--- src/rtl/alm_pkg.sv ---
package alm_pkg;
  localparam int NUM_FIELDS = 4;
  localparam int TIME_W     = 7;
  localparam int BYTE_W     = 8;
  localparam int MASK_BIT   = 7;
  typedef logic [BYTE_W-1:0] byte_t;
endpackage

--- src/rtl/alm_regs.sv ---
module alm_regs
  import alm_pkg::*;
#(
  parameter int NUM_ALARMS = 2,
  parameter int ADDR_W     = 4,
  parameter int BASE_ADDR  = 7
) (
  input  logic                                 clk,
  input  logic                                 rst,
  input  logic                                 wr_en,
  input  logic [ADDR_W-1:0]                    wr_addr,
  input  byte_t                                wr_data,
  output logic [NUM_ALARMS*NUM_FIELDS*BYTE_W-1:0] alarm_bytes,
  output logic [NUM_ALARMS-1:0]                irq_en,
  output logic                                 route_sel
);
  localparam int NUM_REGS  = NUM_ALARMS * NUM_FIELDS;
  localparam int CTRL_ADDR = BASE_ADDR + NUM_REGS;

  // one byte register per compare field of every alarm
  for (genvar r = 0; r < NUM_REGS; r++) begin : g_reg
    byte_t q;
    always_ff @(posedge clk) begin
      if (rst) q <= '0;
      else if (wr_en && wr_addr == ADDR_W'(BASE_ADDR + r)) q <= wr_data;
    end
    assign alarm_bytes[r*BYTE_W +: BYTE_W] = q;
  end

  // control: enables in the low bits, routing just above them
  logic [NUM_ALARMS:0] ctrl_q;
  always_ff @(posedge clk) begin
    if (rst) ctrl_q <= '0;
    else if (wr_en && wr_addr == ADDR_W'(CTRL_ADDR)) ctrl_q <= wr_data[NUM_ALARMS:0];
  end

  assign irq_en    = ctrl_q[NUM_ALARMS-1:0];
  assign route_sel = ctrl_q[NUM_ALARMS];
endmodule

--- src/rtl/alm_match.sv ---
module alm_match
  import alm_pkg::*;
(
  input  logic [NUM_FIELDS*BYTE_W-1:0] cmp_bytes,
  input  logic [NUM_FIELDS*TIME_W-1:0] now,
  output logic                         hit
);
  logic [NUM_FIELDS-1:0] field_ok;

  for (genvar f = 0; f < NUM_FIELDS; f++) begin : g_field
    assign field_ok[f] = cmp_bytes[f*BYTE_W + MASK_BIT] |
                         (cmp_bytes[f*BYTE_W +: TIME_W] == now[f*TIME_W +: TIME_W]);
  end

  assign hit = &field_ok;
endmodule

--- src/rtl/alm_flags_irq.sv ---
module alm_flags_irq #(
  parameter int NUM_ALARMS = 2
) (
  input  logic                  clk,
  input  logic                  rst,
  input  logic                  tick,
  input  logic [NUM_ALARMS-1:0] hit,
  input  logic [NUM_ALARMS-1:0] clr,
  input  logic [NUM_ALARMS-1:0] irq_en,
  input  logic                  route_sel,
  output logic [NUM_ALARMS-1:0] flags,
  output logic [NUM_ALARMS-1:0] irq
);
  logic [NUM_ALARMS-1:0] set_v, live, irq_d;

  assign set_v = tick ? hit : '0;

  // sticky flags: a new match outranks a clear in the same cycle
  always_ff @(posedge clk) begin
    if (rst) flags <= '0;
    else     flags <= (flags & ~clr) | set_v;
  end

  assign live = flags & irq_en;

  always_comb begin
    if (route_sel) begin
      irq_d = live;
    end else begin
      irq_d    = '0;
      irq_d[0] = |live;
    end
  end

  always_ff @(posedge clk) begin
    if (rst) irq <= '0;
    else     irq <= irq_d;
  end
endmodule

--- src/rtl/alarm_irq_ctrl.sv ---
module alarm_irq_ctrl
  import alm_pkg::*;
#(
  parameter int NUM_ALARMS = 2,
  parameter int ADDR_W     = 4,
  parameter int BASE_ADDR  = 7
) (
  input  logic                  clk,
  input  logic                  rst,
  input  logic                  tick_i,
  input  logic [TIME_W-1:0]     sec_i,
  input  logic [TIME_W-1:0]     min_i,
  input  logic [TIME_W-1:0]     hour_i,
  input  logic [TIME_W-1:0]     day_i,
  input  logic                  wr_en_i,
  input  logic [ADDR_W-1:0]     wr_addr_i,
  input  logic [BYTE_W-1:0]     wr_data_i,
  input  logic [NUM_ALARMS-1:0] flag_clr_i,
  output logic [NUM_ALARMS-1:0] flags_o,
  output logic [NUM_ALARMS-1:0] irq_o
);
  localparam int SET_W = NUM_FIELDS * BYTE_W;

  logic [NUM_ALARMS*SET_W-1:0]   alarm_bytes;
  logic [NUM_ALARMS-1:0]         irq_en;
  logic                          route_sel;
  logic [NUM_ALARMS-1:0]         hit;
  logic [NUM_FIELDS*TIME_W-1:0]  now;

  assign now = {day_i, hour_i, min_i, sec_i};

  alm_regs #(
    .NUM_ALARMS(NUM_ALARMS), .ADDR_W(ADDR_W), .BASE_ADDR(BASE_ADDR)
  ) u_regs (
    .clk(clk), .rst(rst), .wr_en(wr_en_i), .wr_addr(wr_addr_i), .wr_data(wr_data_i),
    .alarm_bytes(alarm_bytes), .irq_en(irq_en), .route_sel(route_sel)
  );

  for (genvar a = 0; a < NUM_ALARMS; a++) begin : g_alarm
    alm_match u_match (
      .cmp_bytes(alarm_bytes[a*SET_W +: SET_W]),
      .now(now),
      .hit(hit[a])
    );
  end

  alm_flags_irq #(.NUM_ALARMS(NUM_ALARMS)) u_flags (
    .clk(clk), .rst(rst), .tick(tick_i), .hit(hit), .clr(flag_clr_i),
    .irq_en(irq_en), .route_sel(route_sel), .flags(flags_o), .irq(irq_o)
  );
endmodule

--- config.mk ---
export PLATFORM = sky130hd
export DESIGN_NAME = alarm_irq_ctrl
export DESIGN_NICKNAME = d
export VERILOG_FILES = /design/src/rtl/alm_pkg.sv /design/src/rtl/alm_regs.sv /design/src/rtl/alm_match.sv /design/src/rtl/alm_flags_irq.sv /design/src/rtl/alarm_irq_ctrl.sv
export SDC_FILE = /design/constraint.sdc
export NUM_CORES = 1
export LEC_CHECK = 0
export BUFFER_PORTS_ARGS = -buffer_cell sky130_fd_sc_hd__buf_2
export CAP_MARGIN = 20
export CORE_MARGIN = 3
export CORE_UTILIZATION = 40
export CTS_CLUSTER_SIZE = 25
export DETAILED_ROUTE_END_ITERATION = 16
export GPL_TIMING_DRIVEN = 0
export PLACE_DENSITY_LB_ADDON = 0.05
export SKIP_LAST_GASP = 1
export SYNTH_ARGS = -nofsm -noshare
export SYNTH_HDL_FRONTEND = slang
export SYNTH_SLANG_ARGS = --single-unit
--- constraint.sdc ---
create_clock -name clk -period 1.6 [get_ports clk]
set_input_delay 0.32 -clock clk [delete_from_list [all_inputs] [get_ports clk]]
set_output_delay 0.32 -clock clk [all_outputs]
set_load 0.02 [all_outputs]
==> reports/metrics.cfg, run 1 <==
[power_and_ir_drop]
power_frac_seq=0.521
power.share.clock=0.391
p_sw_mw=0.8373
combPwrFrac=0.088
power_density_nw_per_um2=938.4
swShare=0.2421
power.total_mw=3.458
internal_power_mw=2.621
ir_drop_v=0.0006436
leakagePower_nw=1.507

[worst_setup_path]
cp_data_arrival_time_ps=1640
cp.required_ps=1800
crit_path_start_kind=input pin
crit_fanout=10
end_kind=register
crit_type=in2reg

[timing]
period_minus_slack_ps=1436
period_share=0.8974
skew_ps=11.59
slew_viol_final=0
worst_slack_ps=164.2
worst_pin_slew_ps=717.1
fmax_mhz=696.5
setup_viol=0
rsz0062_at_grt=false
relSlewSlack=0.5219
hold_ws_ps=165.9
timing_hold_violations_final=0

[clocking]
clkTransAtPathRegs_ps=80
cts_setup_buffers=0
cts_tree=yes
root_buffer=clkbuf_8
ctsResizeCount=0
hold_buffers=0
clock_sinks=71
clk_latency_ps=340
clockBufferDepth=2
cts_max_level=3
numCtsBuffers=9

[floorplan]
die_area_um2=9057
die_y_um=95.17
core-area_um2=7486
initial_core_util=0.4249
dieWidth_um=95.17
row_count=31
io_pins=50

[route]
avgRoutedWirePerCell_um=15.77
antenna_left=0
drtIter0Drc=82
drc_errors=0
viasPerCell=4.867
routed_wl_um=7617
vias=2351
dr.pass1.iters=4

[placement]
dp_hpwl_um=5493
place_area_um2=3505
numPortBuffers=40
dp_slack_ps=-319.2
gp_congestion=0.8149

[synth]
syn_area_um2=3181
synth_ff_type=dfxtp_1
synth_area_per_cell_um2=9.667
yosysWarnings=0
synth-edff-count=0
async_flop_share=0
synth-seq-cells=71
ys_seq_area_frac=0.4469
syn_nets=375
netlist_instances=329
synthDistinctLibCells=22

[finish]
n_antenna_cell=0
drive_gt1_frac=0.1615
fin_util=0.4922
area_delta_synth_final_pct=15.85
final_cell_mix=71 x dfxtp_1, 68 x nor2_1, 64 x mux2i_1
nets=426
final_common_cell=dfxtp_1
design_area_um2=3685

[run]
drv_cap=0

[grt]
overflow=0
grt_pass1_wl_um=12030
use_met2=0.2834
met1_usage=0.2488
antenna_found_initial=0
grt_pass1_vias=2310
gr-usage-met3=0.05288
grt_max_degree=12
grtUsageTotal=0.1817
grt.busiest_layer=met2

[status]
status=finished, final reports clean

[worst_hold_path]
hp-class=in2reg

## through the flow
step                cells  TNS (ps)
floorplan             329         0
global placement      468     -5151
detailed placement    468     -4971
CTS                   483         0
global route          483         0
finish                483         0
## worst max-delay path: stages
cell      delay, ps
clkbuf_1        420
clkbuf_2        340
clkbuf_1        450
nor2_1          110
## cell usage after synthesis, types with 2 or more instances
cell,instances,share of area
dfxtp_1,71,0.45
nor2_1,68,0.080
mux2i_1,64,0.20
xnor2_1,32,0.088
xor2_1,24,0.066
clkbuf_1,16,0.019
nand4_1,8,0.016
nor4_1,8,0.016
nand2_1,7,0.0083
nor2_2,5,0.0098
a21oi_1,4,0.0063
buf_2,3,0.0047
nand2b_1,3,0.0059
o21ai_0,3,0.0047
o22ai_1,3,0.0059
or3_1,3,0.0059
o221ai_1,2,0.0055
## final timing paths
check,from,slack (ps),endpoint,depth (start not counted)
max,rst,160,u_regs.g_reg[1].q[0],4
max reg2reg,u_regs.g_reg[1].q[3],220,u_flags.flags[0],5
min reg2reg,u_regs.ctrl_q[1],440,u_flags.irq[1],2
min,flag_clr_i[1],170,u_flags.flags[1],2
## per-layer routing
metal | share of wire | vias up
met4 | 0.0067 | 0
met3 | 0.045 | 4
met1 | 0.50 | 1097
met5 | 0 | -
met2 | 0.45 | 48
li1 | - | 1202
## state kept, by name, summed over array words and instances, names as in the netlist
name,count
u_flags.flags,2
u_flags.irq,2
u_regs.ctrl_q,3
u_regs.g.q,64
## cell type report
class | instances | area, µm²
buffer | 19 | 76.32
tap | 99 | 123.9
fill | 774 | 3801
clock buffer | 11 | 131.4
sequential | 71 | 1421
timing repair buffer | 40 | 200.2
multi-input combinational | 238 | 1680
inverter | 1 | 3.754
clock inverter | 4 | 47.55
## power groups by stage
stage	sequential [mW]	clock [mW]	combinational [mW]
floorplan	1.84	0	0.176
global placement	1.84	0	0.305
detailed placement	1.84	0	0.305
CTS	1.80	1.39	0.307
global route	1.80	1.48	0.336
finish	1.80	1.35	0.303
## cells by family (layout without fill, tap and decap cells)
kind of cell / count (synthesis) / count (layout) / synth area share
XOR/XNOR: 56 / 56 / 0.1542
multiplexers: 64 / 64 / 0.2014
AND/OR/NAND/NOR: 105 / 105 / 0.1475
AO/OA/AOI/OAI: 13 / 13 / 0.02518
buffers and inverters: 20 / 75 / 0.02478
flip-flops: 71 / 71 / 0.4469
Note: power is estimated with default switching activity, not from simulation.
==> run 2: changes to the inputs <==
--- a/config.mk
+++ b/config.mk
@@ -8,5 +8,4 @@
 export BUFFER_PORTS_ARGS = -buffer_cell sky130_fd_sc_hd__buf_2
 export CAP_MARGIN = 20
-export CORE_MARGIN = 3
 export CORE_UTILIZATION = 40
 export CTS_CLUSTER_SIZE = 25
==> constraint.sdc (replaced) <==
create_clock -name clk -period 1.6 [get_ports clk]
set_input_delay 0.32 -clock clk [delete_from_list [all_inputs] [get_ports clk]]
set_output_delay 0.32 -clock clk [all_outputs]
set_load 0.005 [all_outputs]
==> run 2 against run 1 <==
Net effect:
- highest routed layer unchanged
- die area down 8.2%
- register-to-register slack worse by 80 ps
- the flow now finishes with violations (DRC)
- count of clock-buffer cells in the layout down 1
- non-clock buffer count unchanged
- flip-flop and latch count stayed put
- global-route usage rose by 1.7 points
- critical path depth is 1 higher
- largest power group unchanged
- setup slack worse by 28 ps
- largest cell class unchanged
- first-iteration DRC count increased by 41%
==> reports/metrics.cfg, run 2 (synthesis results as in run 1) <==
[status]
status=finished, violations left
violations=DRC

[clocking]
clockBufferDepth=2  ; unchanged
clkTransAtPathRegs_ps=80  ; about the same
cts_max_level=3  ; unchanged
root_buffer=clkbuf_8
numCtsBuffers=9  ; unchanged
clk_latency_ps=340  ; about the same
cts_setup_buffers=0  ; unchanged
clock_sinks=71  ; unchanged
cts_tree=yes
hold_buffers=0  ; unchanged
ctsResizeCount=0  ; unchanged

[placement]
place_area_um2=3508  ; +0.11%
dp_slack_ps=-146.0  ; +173.1 ps
gp_congestion=0.7394  ; -9.3%
dp_hpwl_um=5459  ; -0.62%
placedCellCount=471  ; +0.64%
numPortBuffers=40  ; unchanged

[route]
avgRoutedWirePerCell_um=15.50  ; -1.7%
dr.pass1.iters=10  ; +6
routed_wl_um=7548  ; -0.91%
antenna_left=0  ; unchanged
viasPerCell=4.875  ; +0.15%
drc_errors=1  ; +1
vias=2374  ; +0.98%
drtIter0Drc=116  ; +41%

[grt]
antenna_found_initial=0  ; unchanged
grt_pass1_wl_um=12410  ; +3.1%
met1_usage=0.2688  ; +0.02003
grtUsageTotal=0.1985  ; +0.01685
use_met2=0.3163  ; +0.03291
gr-usage-met3=0.03266  ; -0.02022
grt_max_degree=13  ; +1
overflow=0  ; unchanged
grt.busiest_layer=met2
grt_pass1_vias=2361  ; +2.2%

[finish]
final_cell_mix=71 x dfxtp_1, 68 x nor2_1, 64 x mux2i_1
largest_reg_flops=64  ; unchanged
area_delta_synth_final_pct=18.02
design_area_um2=3754  ; +1.9%
final_common_cell=dfxtp_1
nets=426  ; unchanged
n_antenna_cell=0  ; unchanged
reg.largest.list=u_regs.g.q x64, u_regs.ctrl_q x3
final_cells=487  ; +0.83%
drive_gt1_frac=0.1662  ; +0.004775
top_register=u_regs.g.q

[timing]
relSlewSlack=0.5901  ; +0.06817
rsz0062_at_grt=false
setup_viol=0  ; unchanged
slew_viol_final=0  ; unchanged
fmax_mhz=682.9  ; -1.9%
worst_pin_slew_ps=614.8  ; -102.3 ps
period_share=0.9152  ; +0.01781
timing_hold_violations_final=0  ; unchanged
finalSetupTns_ps=0  ; unchanged
period_minus_slack_ps=1464  ; +28.50 ps
worst_slack_ps=135.7  ; -28.50 ps
skew_ps=6.281  ; -5.307 ps

[power_and_ir_drop]
leakagePower_nw=1.538  ; +2.0%
power.total_mw=3.852  ; +11%
power_density_nw_per_um2=1026  ; +9.4%
ir_drop_v=0.0006117  ; -5.0%

[worst_setup_path]
cp.required_ps=1860  ; +60 ps
critPathSlowestCell=nor4_1
startpoint=u_regs.g_reg[3].q[5]
worstPathCellList=xnor2_1, nand4_1, nor4_1, o221ai_1, o32ai_1
cpPeakStageDelay_ps=370  ; -80 ps
r2r_setup_slack_ps=140  ; -80 ps
crit_path_start_kind=register
cp_data_arrival_time_ps=1720  ; +80 ps
timing.rr.start=u_regs.g_reg[3].q[5]
end_kind=register
crit_fanout=2  ; -8
crit_type=reg2reg

[floorplan]
io_pins=50  ; unchanged
dieWidth_um=91.17  ; -4.2%
core-area_um2=7727  ; +3.2%
die_y_um=91.17  ; -4.2%
row_count=32  ; +3.2%
die_area_um2=8312  ; -8.2%
initial_core_util=0.4116  ; -0.01328

[run]
drv_cap=0  ; unchanged

[worst_hold_path]
hp-class=in2reg
hp-start=flag_clr_i[0]

run 2: where the power goes:
group          switching [mW]  internal, mW
Sequential             0.0137          1.79
Clock                   0.676          1.07
Combinational           0.179         0.125
run 2: area by class of cell:
type	instances	area [µm²]
flip-flops and latches	71	1421
well taps	102	127.6
inverters	1	3.754
plain buffers	19	75.07
fillers	769	3974
clock buffers	10	137.6
repair buffers	40	200.2
multi-input cells	238	1680
clock inverters	6	107.6
run 2: stage by stage:
step	hold slack, ps	utilization
global placement	429.8	0.4540
CTS	164.0	0.4858
floorplan	419.5	-
finish	171.4	0.4858
global route	177.8	0.4858
detailed placement	435.0	0.4540
run 2: worst paths after layout:
path                           end  depth (start not counted)
setup reg to reg  u_flags.flags[0]                          5
hold / removal    u_flags.flags[0]                          2
setup / recovery  u_flags.flags[0]                          5
hold reg to reg     u_flags.irq[1]                          2
run 2: critical path, delay by kind of cell, from the launching register on:
kind	cells	cell delay, ps
flops	1	330
compound gates	2	380
simple gates	2	480
xor+xnor	1	200
run 2: layer usage:
layer / vias up / wire [µm]
met1: 1110 / 3756
met2: 53 / 3302
met4: 0 / 111
met5: - / 0
met3: 11 / 377
li1: 1200 / -
